`src/rtl/evt_irq_pkg.sv`:
```
package evt_irq_pkg;
   typedef enum logic [1:0] {
      SEL_STAT = 2'd0,
      SEL_EN   = 2'd1,
      SEL_VEC  = 2'd2,
      SEL_DMA  = 2'd3
   } reg_sel_e;
endpackage

```
`src/rtl/evt_lsb_encoder.sv`:
```
module evt_lsb_encoder #(
   parameter int W     = 16,
   parameter int IDX_W = $clog2(W + 1)
) (
   input  logic [W-1:0]     vec,
   output logic [W-1:0]     onehot,
   output logic [IDX_W-1:0] idx
);
   logic [W:0] below;
   assign below[0] = 1'b0;

   for (genvar i = 0; i < W; i++) begin : g_bit
      assign onehot[i]   = vec[i] & ~below[i];
      assign below[i+1]  = below[i] | vec[i];
   end

   always_comb begin
      idx = '0;
      for (int i = 0; i < W; i++)
         if (onehot[i]) idx = idx | IDX_W'(i + 1);
   end
endmodule

```
`src/rtl/evt_status_reg.sv`:
```
module evt_status_reg #(
   parameter int W = 16
) (
   input  logic         clk,
   input  logic         rst_n,
   input  logic [W-1:0] set,
   input  logic [W-1:0] clr,
   output logic [W-1:0] stat
);
   always_ff @(posedge clk or negedge rst_n) begin
      if (!rst_n) stat <= '0;
      else        stat <= (stat & ~clr) | set;
   end

   // a pulsed event is always present after the edge, even against a clear
   p_set_wins_r2: assert property (@(posedge clk) disable iff (!rst_n)
      (set != '0) |=> ((stat & $past(set)) == $past(set)));
endmodule

```
`src/rtl/evt_out_stage.sv`:
```
module evt_out_stage #(
   parameter int W      = 16,
   parameter int RX_BIT = 3,
   parameter int TX_BIT = 4
) (
   input  logic         clk,
   input  logic         rst_n,
   input  logic [W-1:0] stat,
   input  logic [W-1:0] en,
   input  logic         rx_on,
   input  logic         tx_on,
   output logic         irq,
   output logic         rx_req,
   output logic         tx_req
);
   always_ff @(posedge clk or negedge rst_n) begin
      if (!rst_n) begin
         irq    <= 1'b0;
         rx_req <= 1'b0;
         tx_req <= 1'b0;
      end else begin
         irq    <= |(stat & en);
         rx_req <= rx_on & stat[RX_BIT];
         tx_req <= tx_on & stat[TX_BIT];
      end
   end

   // a request never asserts while its direction is switched off
   p_rx_gated_r3: assert property (@(posedge clk) disable iff (!rst_n)
      !rx_on |=> !rx_req);
   p_tx_gated_r3: assert property (@(posedge clk) disable iff (!rst_n)
      !tx_on |=> !tx_req);
endmodule

```
`src/rtl/evt_irq_ctrl.sv`:
```
module evt_irq_ctrl
   import evt_irq_pkg::*;
#(
   parameter int          REG_W      = 16,
   parameter logic [7:0]  REVISION   = 8'h20,
   parameter logic [7:0]  VEC_REV    = 8'h34,
   parameter int          BUSY_BIT   = 12,
   parameter int          RX_BIT     = 3,
   parameter int          TX_BIT     = 4,
   parameter int          RX_DMA_BIT = 15,
   parameter int          TX_DMA_BIT = 7,
   parameter logic [15:0] W1C_MASK   = 16'h0027
) (
   input  logic             clk,
   input  logic             rst_n,
   input  logic [REG_W-1:0] ev_set,
   input  logic             bus_busy,
   input  logic             reg_rd,
   input  logic             reg_wr,
   input  logic [1:0]       reg_sel,
   input  logic [REG_W-1:0] wr_data,
   output logic [REG_W-1:0] rd_data,
   output logic             irq,
   output logic             dma_rx_req,
   output logic             dma_tx_req
);
   localparam bit HAS_VEC = (REVISION < VEC_REV);
   localparam int EN_W    = HAS_VEC ? 5 : 6;
   localparam int IDX_W   = $clog2(REG_W + 1);

   if (REG_W < 16)         $error("REG_W must cover all event bits");
   if (EN_W <= TX_BIT)     $error("enable width must cover the transmit bit");
   if (BUSY_BIT >= REG_W)  $error("busy bit outside register");

   reg_sel_e sel;
   assign sel = reg_sel_e'(reg_sel);

   logic [REG_W-1:0] stat, clr, pend, onehot, w1c, vec_val;
   logic [IDX_W-1:0] vec_idx;
   logic [EN_W-1:0]  en_q;
   logic [REG_W-1:0] en_full;
   logic             rx_on, tx_on, vec_rd_en;
   logic             unused_bits;

   assign en_full = REG_W'(en_q);
   assign pend    = stat & en_full;

   evt_lsb_encoder #(.W(REG_W), .IDX_W(IDX_W)) u_enc (
      .vec(pend), .onehot(onehot), .idx(vec_idx));

   if (HAS_VEC) begin : g_vec
      assign vec_rd_en = reg_rd && (sel == SEL_VEC);
      assign w1c       = '0;
      assign vec_val   = REG_W'(vec_idx);

      // status bits only ever fall through a vector read
      p_status_ro_r6: assert property (@(posedge clk) disable iff (!rst_n)
         !vec_rd_en |=> (($past(stat) & ~stat) == '0));
   end else begin : g_w1c
      assign vec_rd_en = 1'b0;
      assign w1c       = (reg_wr && sel == SEL_STAT) ? (wr_data & REG_W'(W1C_MASK)) : '0;
      assign vec_val   = '0;

      // a status write lowers nothing outside the clearable set
      p_w1c_only_r6: assert property (@(posedge clk) disable iff (!rst_n)
         (reg_wr && sel == SEL_STAT) |=>
            ((($past(stat) & ~stat) & ~REG_W'(W1C_MASK)) == '0));
   end

   assign clr = w1c | (vec_rd_en ? onehot : '0);

   evt_status_reg #(.W(REG_W)) u_stat (
      .clk(clk), .rst_n(rst_n), .set(ev_set), .clr(clr), .stat(stat));

   always_ff @(posedge clk or negedge rst_n) begin
      if (!rst_n) begin
         en_q  <= '0;
         rx_on <= 1'b0;
         tx_on <= 1'b0;
      end else if (reg_wr && sel == SEL_EN) begin
         en_q <= wr_data[EN_W-1:0];
      end else if (reg_wr && sel == SEL_DMA) begin
         rx_on <= wr_data[RX_DMA_BIT];
         tx_on <= wr_data[TX_DMA_BIT];
         if (wr_data[RX_DMA_BIT]) en_q[RX_BIT] <= 1'b0;
         if (wr_data[TX_DMA_BIT]) en_q[TX_BIT] <= 1'b0;
      end
   end

   always_comb begin
      rd_data = '0;
      if (reg_rd) begin
         unique case (sel)
            SEL_STAT: rd_data = stat | (REG_W'(bus_busy) << BUSY_BIT);
            SEL_EN:   rd_data = en_full;
            SEL_VEC:  rd_data = vec_val;
            SEL_DMA:  begin
               rd_data[RX_DMA_BIT] = rx_on;
               rd_data[TX_DMA_BIT] = tx_on;
            end
         endcase
      end
   end

   assign unused_bits = ^{wr_data, vec_idx};

   evt_out_stage #(.W(REG_W), .RX_BIT(RX_BIT), .TX_BIT(TX_BIT)) u_out (
      .clk(clk), .rst_n(rst_n), .stat(stat), .en(en_full),
      .rx_on(rx_on), .tx_on(tx_on),
      .irq(irq), .rx_req(dma_rx_req), .tx_req(dma_tx_req));

   // the interrupt line tracks pending enabled events one edge later
   p_irq_follow_r1: assert property (@(posedge clk) disable iff (!rst_n)
      (pend != '0) |=> irq);

   // enabling receive DMA removes the receive-ready interrupt enable
   p_dma_clears_en_r4: assert property (@(posedge clk) disable iff (!rst_n)
      (reg_wr && sel == SEL_DMA && wr_data[RX_DMA_BIT]) |=> !en_q[RX_BIT]);

   // the vector read acknowledges the event it reports
   p_vec_ack_r5: assert property (@(posedge clk) disable iff (!rst_n)
      (vec_rd_en && pend != '0 && (ev_set & onehot) == '0) |=>
         ((stat & $past(onehot)) == '0));
endmodule

```
`config.mk`:
```
export PLATFORM = sky130hd
export DESIGN_NAME = evt_irq_ctrl
export DESIGN_NICKNAME = d
export VERILOG_FILES = /design/src/rtl/evt_irq_pkg.sv /design/src/rtl/evt_lsb_encoder.sv /design/src/rtl/evt_status_reg.sv /design/src/rtl/evt_out_stage.sv /design/src/rtl/evt_irq_ctrl.sv
export SDC_FILE = /design/constraint.sdc
export NUM_CORES = 1
export LEC_CHECK = 0
export BUFFER_PORTS_ARGS = -buffer_cell sky130_fd_sc_hd__clkbuf_2
export CORE_ASPECT_RATIO = 1.25
export CORE_MARGIN = 10
export CORE_UTILIZATION = 50
export DETAILED_ROUTE_END_ITERATION = 7
export GPL_ROUTABILITY_DRIVEN = 0
export MAX_ROUTING_LAYER = met4
export PLACE_DENSITY = 0.81
export SYNTH_ARGS = -nofsm -noshare
export SYNTH_HDL_FRONTEND = slang
export SYNTH_HIERARCHICAL = 1
export SYNTH_SLANG_ARGS = --single-unit
```
`constraint.sdc`:
```
create_clock -name clk -period 2.6 [get_ports clk]
set_clock_uncertainty 0.1 [all_clocks]
set_input_delay 0.52 -clock clk [delete_from_list [all_inputs] [get_ports clk]]
set_output_delay 0.52 -clock clk [all_outputs]
set_load 0.01 [all_outputs]
```
==> impl_summary.txt, run 1 <==
----------------------------------------------------
[Outcome]
  Run status ... complete, no violations

[Setup path]
  Endpoint class of the critical path ... output pin
  Required time of the critical path ... 1980 ps
  CP Cell Sequence ... and2_4, or3_4, o22ai_2, and2b_1, o21ai_2, a21oi_2, buf_2
  Maximum fanout encountered on the critical timing path ... 5
  Type of the worst setup path ... register to output pin
  Arrival time reported for the critical path endpoint ... 1910 ps
  Slowest cell on the critical path ... dfrtp_1
  Highest cell delay on the worst timing path ... 430 ps
  Worst setup SP type ... register

[STA]
  Final count of negative-setup-slack endpoints ... 0
  Final Hold Viols ... 0
  RSZ-0062 raised after global routing ... yes
  Slew headroom ... 55.2%
  Final min period ... 2530 ps
  Maximum clock frequency ... 395 MHz
  Share of the clock period used by the worst path after layout ... 97.4%
  Worst-Margin Slew ... 672 ps
  Final-report max-slew violation count ... 0

[Logic synthesis]
  Post-Synthesis Cell Area ... 0.00179 mm2
  Register area share after synthesis ... 36.3%
  Mux cell area share after synthesis ... 5.94%
  Biggest area contributors in the synthesized netlist ... dfrtp_1 (36%), and2_1 (8.7%), a21o_1 (6.7%)
  Top cell type's share of synthesized area ... 36.3%
  Cell variety after synth ... 46
  Xor/xnor share of the synthesized area ... 0%
  Post-synthesis adder-cell area fraction ... 0%
  Post-synthesis average cell area ... 9.00 um2
  Warning count from the yosys run ... 6
  Synth Area in Simple Gates ... 29.3%
  Combinational family with the most area after synthesis ... simple AND/OR/NAND/NOR gates
  Cells after synthesis ... 199
  Compound-cell area share of the yosys netlist ... 21.2%
  Synth Register Bits ... 26
  Cell type with the largest total area after synthesis ... dfrtp_1

[Power and ir drop]
  Pint ... 0.784 mW
  Max VDD drop ... 0.000405 V
  Lkg Pwr ... 1.15 nW
  Power Dens Cells ... 450 mW/mm2
  Switching fraction of total power ... 28.9%
  Switching power summed over all nets ... 0.318 mW
  Sequential fraction of design power ... 41.0%
  Portion of total power attributed to combinational logic ... 27.8%
  Total design power ... 1.10 mW
  Portion of total power attributed to the clock network ... 31.2%

[Drt]
  Total detailed-routing wirelength ... 4.90 mm
  DRC violations left ... 0
  Initial detailed-routing violation count ... 90
  Total number of vias ... 1,698
  Via density per instance ... 4.89
  Per-cell routed wire length ... 14.1 um
  DRT antenna net count ... 0
  Count of TritonRoute iterations in the first routing pass ... 4

[Clocking]
  Number of buffers created by CTS ... 3
  Clock Sinks ... 26
  Clock tree from TritonCTS ... built
  Number of levels in the clock H-tree ... 1
  Post-CTS clock slew at the launch and capture registers of the worst setup and hold paths ... 100 ps
  Root buffer cell ... clkbuf_8
  Maximum root-to-sink buffer count ... 2
  Skew-Pair Late Insertion Delay ... 270 ps

[Global routing]
  Pin count of the biggest net entering global routing ... 27
  Wire length of the first global-routing pass ... 8.02 mm
  Overflow left after global routing ... 0
  Vias in the first global route ... 1,718
  Global-route usage over all layers ... 15.7%
  Antenna violations before repair ... 0

[Finish]
  Utilization of the core after routing ... 70.2%
  Area growth, synth to finish ... 36.5%
  Most common library cell in the layout ignoring fill and taps ... conb_1
  Diode count ... 0
  Net count, final ... 348
  Share of cells above drive strength 1 ... 30.2%
  Fill cells ... 264
  Top library cells by usage in the layout, fill and taps aside ... conb_1 (56), clkbuf_2 (46), dfrtp_1 (26)

[Floorplan]
  Count of boundary I/O pins ... 58
  Core Area ... 0.00348 mm2
  Row count ... 24
  Die outline area ... 0.00639 mm2
  Starting density of the core ... 51.4%
  Die X ... 73.5 um
  Die Height ... 86.9 um

[Hold path]
  Min-delay worst type ... input pin to async pin

[Run]
  Max-cap violations ... 0

[Place]
  Half-perimeter wire length after placement ... 3.68 mm
  Buffers on Ports ... 48

----------------------------------------------------
-- path summary, 6_finish.rpt --
| check | start | to | slack, ps | cells after the start |
|---|---|---|---|---|
| worst max-delay path | en_q[1]$_DFFE_PN0P_ | rd_data[2] | 70 | 7 |
| worst min-delay path | rst_n | en_q[1]$_DFFE_PN0P_ | 160 | 1 |
| min in group clk | ev_set[11] | u_stat/stat[11]$_DFF_PN0_ | 310 | 2 |
| max in group asynchronous | rst_n | u_stat/stat[11]$_DFF_PN0_ | 1810 | 1 |
| worst max register to register | en_q[1]$_DFFE_PN0P_ | u_stat/stat[4]$_DFF_PN0_ | 720 | 7 |
| worst min register to register | u_stat/stat[5]$_DFF_PN0_ | u_stat/stat[5]$_DFF_PN0_ | 430 | 1 |
-- cell usage after synthesis (all sizes together) --
| library cell | number |
|---|---|
| nor2 | 12 |
| nand4 | 1 |
| a22o | 6 |
| o221ai | 1 |
| clkbuf | 4 |
| a221oi | 4 |
| a21boi | 2 |
| and4b | 1 |
| a21o | 16 |
| mux2 | 5 |
| buf | 4 |
| a21oi | 6 |
| and2 | 26 |
| inv | 22 |
| nand2 | 4 |
| nor2b | 5 |
| conb | 1 |
| nor3 | 3 |
| a211oi | 1 |
| nand3 | 4 |
| nor4 | 4 |
| dfrtp | 26 |
| a311oi | 1 |
| nand2b | 2 |
| o22ai | 1 |
| or3 | 3 |
| o21bai | 2 |
| and3 | 10 |
| mux2i | 5 |
| o21a | 2 |
| or4 | 1 |
| nor3b | 2 |
| and2b | 3 |
| o21ai | 8 |
| and3b | 1 |
-- per-layer routing --
metal	routed length, um	global-route usage (%)
met1	1950	18.5
met2	2550	26.2
met3	315	1.94
met4	86	6.28
met5	0	-
-- power groups by stage --
stage | registers [mW] | logic (mW) | clock network [mW]
global route | 0.456 | 0.338 | 0.364
floorplan | 0.458 | 0.168 | 0
global placement | 0.458 | 0.258 | 0
CTS | 0.451 | 0.267 | 0.350
detailed placement | 0.460 | 0.260 | 0
finish | 0.451 | 0.306 | 0.344
-- logic make-up (layout without fill, tap and decap cells) --
| logic type | Yosys count | after routing |
|---|---|---|
| simple gates | 82 | 82 |
| buf+inv | 30 | 84 |
| compound gates | 50 | 50 |
| flops | 26 | 26 |
| other cells | 1 | 56 |
| mux | 10 | 10 |
-- what timing repair did --
| item | 4_1_cts | 5_1_grt |
|---|---|---|
| endpoints found under the setup margin | 2 | 2 |
| pin swaps | 0 | 5 |
| gates cloned | 0 | 0 |
| hold endpoints to repair | 0 | 0 |
| hold buffers | 0 | 0 |
| resized for setup | 3 | 18 |
| buffers inserted | 3 | 1 |
-- sequential cells by signal, indices dropped and copies added (netlist names) --
signal	cells
u_stat/stat	16
en_q	5
rx_on	1
tx_on	1
u_out/irq	1
u_out/rx_req	1
u_out/tx_req	1
-- stage by stage --
step	cell area [um2]	instances	hold WS (ps)	TNS [ps]	setup slack (ps)
2_1_floorplan	2000	254	124	0	372
3_3_place_gp	2290	339	382	0	306
3_5_place_dp	2290	339	403	0	276
4_1_cts	2390	346	188	0	3.65
5_1_grt	2440	347	212	-16.7	-16.7
6_report	2440	347	160	0	67.1
-- cell type report --
cell class | instances | area (um2) | share of cell area (%)
Clock buffer | 3 | 41.3 | 1.69
Clock inverter | 1 | 30.0 | 1.23
Inverter | 22 | 82.6 | 3.38
Multi-Input combinational cell | 198 | 1280 | 52.2
Sequential cell | 26 | 651 | 26.6
Tap cell | 39 | 48.8 | 2.00
Timing Repair Buffer | 58 | 315 | 12.9
-- critical path: cells and delay by family (launching register included) --
kind | cells | cell delay [ps]
AOI/OAI and AO/OA | 3 | 320
and+or+nand+nor | 3 | 740
buffers and inverters | 1 | 150
DFF | 1 | 430
Note: power is estimated with default switching activity, not from simulation.
==> inputs of run 2 (changes only) <==
- CORE_UTILIZATION: 50 -> 45
- PLACE_DENSITY: 0.81 -> 0.8
- SYNTH_HIERARCHICAL: 1 -> not set
==> run 2 against run 1 <==
Effect of this change:
- critical path depth is 3 lower
- clock-buffer cell count stayed put
- sequential share of layout area is 15 points higher
- register-to-register slack better by 610 ps
- global-route usage is 3.1 points lower
- utilization is 11 points lower
- worst setup slack better by 330 ps
- cell count is 44% lower
- sequential power is 2% higher
- die area is 19% lower
- design area is 37% lower
- critical path type unchanged
- largest power group unchanged
- highest routed layer unchanged
==> impl_summary.txt, run 2 <==
----------------------------------------------------
[Outcome]
  Run status ... complete, no violations

[Logic synthesis]
  Share of async-settable or async-resettable flops after synthesis ... 100%
  Top-count cell post-synth ... dfrtp_1
  Cell type with the largest total area after synthesis ... dfrtp_1
  Register area share after synthesis ... 53.4%
  Commonest cells post-synth ... dfrtp_1 (26), or2_2 (11), nand2_1 (9)
  Post-synthesis average cell area ... 11.1 um2
  Synth Register Bits ... 26
  Cell variety after synth ... 32
  Synthesized netlist net count ... 149
  Top cell type's share of synthesized area ... 53.4%
  Cells after synthesis ... 110
  Number of synthesized flops with an enable pin ... 0
  Biggest area contributors in the synthesized netlist ... dfrtp_1 (53%), or2_2 (5.6%), mux2_2 (4.6%)
  Post-Synthesis Cell Area ... 0.00122 mm2
  Warning count from the yosys run ... 0
  Leading register cell type out of synthesis ... dfrtp_1

[STA]
  RSZ-0062 raised after global routing ... no
  Slew headroom ... 57.2%
  Final count of negative-setup-slack endpoints ... 0
  Final min period ... 2200 ps
  Worst-Margin Slew ... 642 ps
  Worst hold-check slack ... 97.1 ps
  Maximum clock frequency ... 455 MHz
  Final Hold Viols ... 0
  Total negative slack for setup checks ... 0 ps
  Final-report max-slew violation count ... 0
  Share of the clock period used by the worst path after layout ... 84.6%
  Final worst slack ... 401 ps

[Finish]
  Top library cells by usage in the layout, fill and taps aside ... clkbuf_2 (48), dfrtp_1 (26), or2_2 (11)
  Largest registers ... u_stat.stat: 16 flops, en_q: 5 flops
  Fill cells ... 252
  Share of cells above drive strength 1 ... 47.5%
  Diode count ... 0
  Register with the most flip-flops ... u_stat.stat
  Net count, final ... 200
  Flip-flop count of the largest register, all copies and words added ... 16
  Most common library cell in the layout ignoring fill and taps ... clkbuf_2
  Area growth, synth to finish ... 26.8%

[Clocking]
  Root buffer cell ... clkbuf_4
  Total setup buffers inserted after CTS ... 0
  Clock tree from TritonCTS ... built
  Post-CTS Resized ... 0
  Number of levels in the clock H-tree ... 1
  CTS Hold Bufs ... 0
  Skew-Pair Late Insertion Delay ... 320 ps
  Maximum root-to-sink buffer count ... 2
  Clock Sinks ... 26
  Number of buffers created by CTS ... 3
  Post-CTS clock slew at the launch and capture registers of the worst setup and hold paths ... 140 ps

[Power and ir drop]
  Power Dens Cells ... 583 mW/mm2
  Lkg Pwr ... 0.736 nW
  Max VDD drop ... 0.000412 V

[Drt]
  Total detailed-routing wirelength ... 2.98 mm
  Initial detailed-routing violation count ... 32
  DRT antenna net count ... 0
  Count of TritonRoute iterations in the first routing pass ... 4
  Via density per instance ... 5.04
  DRC violations left ... 0
  Total number of vias ... 978
  Per-cell routed wire length ... 15.4 um

[Global routing]
  Antenna violations before repair ... 0
  Vias in the first global route ... 1,210
  Wire length of the first global-routing pass ... 5.24 mm
  Pin count of the biggest net entering global routing ... 27
  Overflow left after global routing ... 0
  Global-route usage over all layers ... 12.6%

[Setup path]
  Worst setup SP type ... register
  Maximum fanout encountered on the critical timing path ... 5
  Arrival time reported for the critical path endpoint ... 1580 ps
  Endpoint class of the critical path ... output pin
  Type of the worst setup path ... register to output pin
  Required time of the critical path ... 1980 ps

[Floorplan]
  Core Area ... 0.00263 mm2
  Die X ... 66.5 um
  Starting density of the core ... 46.4%
  Count of boundary I/O pins ... 58
  Die Height ... 78.2 um
  Row count ... 21
  Die outline area ... 0.00520 mm2

[Place]
  Buffers on Ports ... 48
  Half-perimeter wire length after placement ... 2.40 mm
  Worst slack at placement ... 497 ps

[Hold path]
  Min-delay worst type ... input pin to async pin

[Run]
  Max-cap violations ... 0

----------------------------------------------------
==> run 2: changes by cell type after synthesis, sizes merged, moves of 4 or more <==
| cell | delta |
|---|---|
| nor2b | -5 |
| nand2 | +5 |
| inv | -21 |
| nor4 | -4 |
| a21oi | -5 |
| a21o | -12 |
| or2 | +11 |
| nor2 | -6 |
| a221oi | -4 |
| a22o | -4 |
| and2 | -22 |
| o21ai | -7 |
==> run 2: power by group <==
| part | internal [mW] | leakage (nW) | switching, mW | total, mW |
|---|---|---|---|---|
| registers | 0.433 | 0.259 | 0.0250 | 0.458 |
| clock network | 0.156 | 0.0279 | 0.119 | 0.275 |
| logic | 0.0830 | 0.449 | 0.0851 | 0.168 |
==> run 2: logic make-up after synthesis <==
logic type,count (synthesis),synth area share [%]
AOI/OAI and AO/OA,20,13.1
buffers and inverters,6,2.87
DFF,26,53.4
muxes,10,8.73
and+or+nand+nor,48,21.9
==> run 2: worst paths after layout <==
path / from / to / slack [ps] / cells after the start
max in group asynchronous: rst_n / u_stat.stat[9]$_DFF_PN0_ / 1890 / 1
setup reg to reg: u_stat.stat[0]$_DFF_PN0_ / u_stat.stat[3]$_DFF_PN0_ / 1330 / 3
hold / removal: rst_n / u_stat.stat[4]$_DFF_PN0_ / 100 / 1
min in group clk: ev_set[0] / u_stat.stat[0]$_DFF_PN0_ / 270 / 2
hold reg to reg: u_stat.stat[6]$_DFF_PN0_ / u_stat.stat[6]$_DFF_PN0_ / 380 / 1
setup / recovery: u_stat.stat[0]$_DFF_PN0_ / rd_data[1] / 400 / 4
==> run 2: metal layers <==
| metal | part of all wire (%) | global-route usage, % | vias up |
|---|---|---|---|
| met2 | 48 | 21.1 | 37 |
| met5 | 0 | - | - |
| met1 | 45 | 14.4 | 451 |
| li1 | - | - | 488 |
| met4 | 0.70 | 3.78 | 0 |
| met3 | 6.7 | 2.98 | 2 |
==> run 2: final cells by class <==
type,count,area [um2],area share (%)
clock buffers,3,22.5,1.46
multi-input cells,78,533,34.5
repair buffers,51,263,17.0
inverters,1,3.75,0.243
clock inverters,1,30.0,1.94
flip-flops and latches,26,651,42.1
well taps,34,42.5,2.75
==> run 2: metrics by stage <==
step / cell area, um2 / util (%) / cells / total power, mW
2_1_floorplan: 1220 / - / 110 / 0.563
3_3_place_gp: 1490 / 56.8 / 190 / 0.631
3_5_place_dp: 1490 / 56.8 / 190 / 0.638
4_1_cts: 1550 / 58.8 / 194 / 0.913
5_1_grt: 1550 / 58.8 / 194 / 0.951
6_report: 1550 / 58.8 / 194 / 0.902
==> run 2: worst max-delay path: stages (launching register included) <==
cell	delay, ps
dfrtp_1	460
and2_4	190
a2111oi_2	310
o21a_1	180
clkbuf_2	130
==> inputs of run 3 (changes only) <==
- clock period: 2.6 -> 2.2 ns (I/O delays scaled with it)
==> run 3 against run 2 <==
Effect of this change:
- highest routed layer unchanged
- critical path depth is the same
- worst hold slack lost 80 ps
- die area unchanged
- global-route usage grew 0.54 points
- largest power group unchanged
- non-clock buffer count grew 2
- clock-buffer cell count rose by 1
- cell count up 1.0%
- sequential share of layout area about the same
- largest cell class unchanged
==> impl_summary.txt, run 3 (synthesized netlist as in run 2, its figures left out) <==
----------------------------------------------------
[Setup path]
  Worst setup SP type ... register
  Reg-to-reg critical path startpoint ... u_stat.stat[0]$_DFF_PN0_
  Highest cell delay on the worst timing path ... 440 ps
  CP Launch Point ... u_stat.stat[0]$_DFF_PN0_
  Arrival time reported for the critical path endpoint ... 1560 ps
  CP Cell Sequence ... and2_4, a2111oi_2, o21a_1, clkbuf_2
  Type of the worst setup path ... register to output pin
  Number of cell instances on the worst register-to-register path ... 3
  Delay-heaviest family, CP ... compound AO/OA/AOI/OAI gates
  Setup slack, reg-to-reg ... 950 ps
  Worst reg2reg endpoint ... u_stat.stat[4]$_DFF_PN0_
  Required time of the critical path ... 1660 ps
  Slowest cell on the critical path ... dfrtp_1
  Endpoint class of the critical path ... output pin
  Buffering stage count on the worst path with inverters included ... 1
  Maximum fanout encountered on the critical timing path ... 4

[Clocking]
  Clock Sinks ... 26
  Root buffer cell ... clkbuf_4
  Clock tree from TritonCTS ... built
  Number of levels in the clock H-tree ... 1
  Maximum root-to-sink buffer count ... 2
  Post-CTS clock slew at the launch and capture registers of the worst setup and hold paths ... 140 ps
  Number of buffers created by CTS ... 3
  Skew-Pair Late Insertion Delay ... 310 ps

[Power and ir drop]
  Sequential fraction of design power ... 55.3%
  Portion of total power attributed to combinational logic ... 20.7%
  Switching power summed over all nets ... 0.271 mW
  Switching fraction of total power ... 27.5%
  Portion of total power attributed to the clock network ... 24.0%
  Pint ... 0.714 mW
  Lkg Pwr ... 0.737 nW
  Max VDD drop ... 0.000373 V
  Power Dens Cells ... 636 mW/mm2

[Global routing]
  Wire length of the first global-routing pass ... 5.46 mm
  Pin count of the biggest net entering global routing ... 27
  Global-route usage over all layers ... 13.2%
  Overflow left after global routing ... 0
  Vias in the first global route ... 1,214
  Antenna violations before repair ... 0

[STA]
  Maximum clock frequency ... 477 MHz
  Final Hold Viols ... 0
  RSZ-0062 raised after global routing ... no
  Final-report max-slew violation count ... 0
  Slew headroom ... 57.8%
  Total negative slack for setup checks ... 0 ps
  Final count of negative-setup-slack endpoints ... 0
  Final min period ... 2100 ps
  Share of the clock period used by the worst path after layout ... 95.3%
  Worst-Margin Slew ... 634 ps

[Run]
  Max-cap violations ... 0

[Floorplan]
  Die X ... 66.5 um
  Core Area ... 0.00263 mm2
  Die Height ... 78.2 um
  Count of boundary I/O pins ... 58
  Row count ... 21
  Die outline area ... 0.00520 mm2
  Starting density of the core ... 46.4%

[Drt]
  Initial detailed-routing violation count ... 43
  Count of TritonRoute iterations in the first routing pass ... 4
  DRT antenna net count ... 0
  Total detailed-routing wirelength ... 3.05 mm
  Via density per instance ... 5.27
  Per-cell routed wire length ... 15.6 um
  Total number of vias ... 1,032
  DRC violations left ... 0

[Finish]
  Largest registers ... u_stat.stat: 16 flops, en_q: 5 flops
  Fill cells ... 245
  Post-route cell area ... 0.00155 mm2
  Diode count ... 0
  Utilization of the core after routing ... 58.9%
  Share of cells above drive strength 1 ... 49.4%
  Area growth, synth to finish ... 27.0%
  Register with the most flip-flops ... u_stat.stat
  Top library cells by usage in the layout, fill and taps aside ... clkbuf_2 (48), dfrtp_1 (25), or2_2 (11)
  Net count, final ... 202
  Most common library cell in the layout ignoring fill and taps ... clkbuf_2
  Flip-flop count of the largest register, all copies and words added ... 16

[Place]
  Post-placement cell area ... 0.00150 mm2
  Buffers on Ports ... 48
  Half-perimeter wire length after placement ... 2.50 mm

[Hold path]
  Min-delay worst type ... input pin to async pin

[Outcome]
  Run status ... complete, no violations

----------------------------------------------------
run 3: cell count changes in the layout (fill, tap and decap cells not counted), sizes merged:
cell / change
buf: +2
bufinv: -1
clkbuf: +1
run 3: final cells by class:
cell class              count  area, um2  share of cell area, %
clock buffers               4       36.3                   2.34
well taps                  34       42.5                   2.75
repair buffers             53        278                   17.9
inverters                   1       3.75                  0.243
multi-input cells          78        536                   34.6
flip-flops and latches     26        652                   42.1
run 3: worst max-delay path by stage:
| stage | to | slack [ps] | cells after the start |
|---|---|---|---|
| floorplan | rd_data[0] | 500 | 5 |
| global placement | rd_data[0] | 340 | 5 |
| detailed placement | rd_data[0] | 320 | 5 |
| CTS | rd_data[1] | 70 | 4 |
| global route | rd_data[1] | 10 | 4 |
| finish | rd_data[1] | 100 | 4 |
run 3: worst register-to-register path: cells and delay by family (launching register included):
family / cells / cell delay (ps)
AO/OA/AOI/OAI: 2 / 370
AND/OR/NAND/NOR: 1 / 230
flip-flops: 1 / 440
run 3: metal layers:
metal / vias up / part of all wire, % / track usage [%]
li1: 489 / - / -
met1: 492 / 43 / 15.4
met2: 47 / 48 / 20.8
met3: 4 / 7.8 / 3.84
met4: 0 / 1.2 / 4.62
met5: - / 0 / -
run 3: what timing repair did:
item,4_1_cts,5_1_grt
setup endpoints to repair,0,1
gates resized for setup,0,2
hold buffers,0,0
setup buffers,0,1
run 3: metrics by stage:
stage	hold WS (ps)	instances	setup WS, ps	total power [mW]
final	17.0	196	104	0.985
after global routing	57.7	196	11.1	1.04
after CTS	33.5	195	66.2	0.989
after detailed placement	341	191	318	0.757
after global placement	343	191	336	0.746
after floorplan	44.4	110	504	0.666
run 3: power groups by stage:
stage          Sequential [mW]  Combinational (mW)  Clock, mW
6_report                 0.544               0.204      0.237
3_3_place_gp             0.550               0.197          0
3_5_place_dp             0.553               0.204          0
5_1_grt                  0.549               0.230      0.265
4_1_cts                  0.543               0.205      0.241
2_1_floorplan            0.549               0.117          0
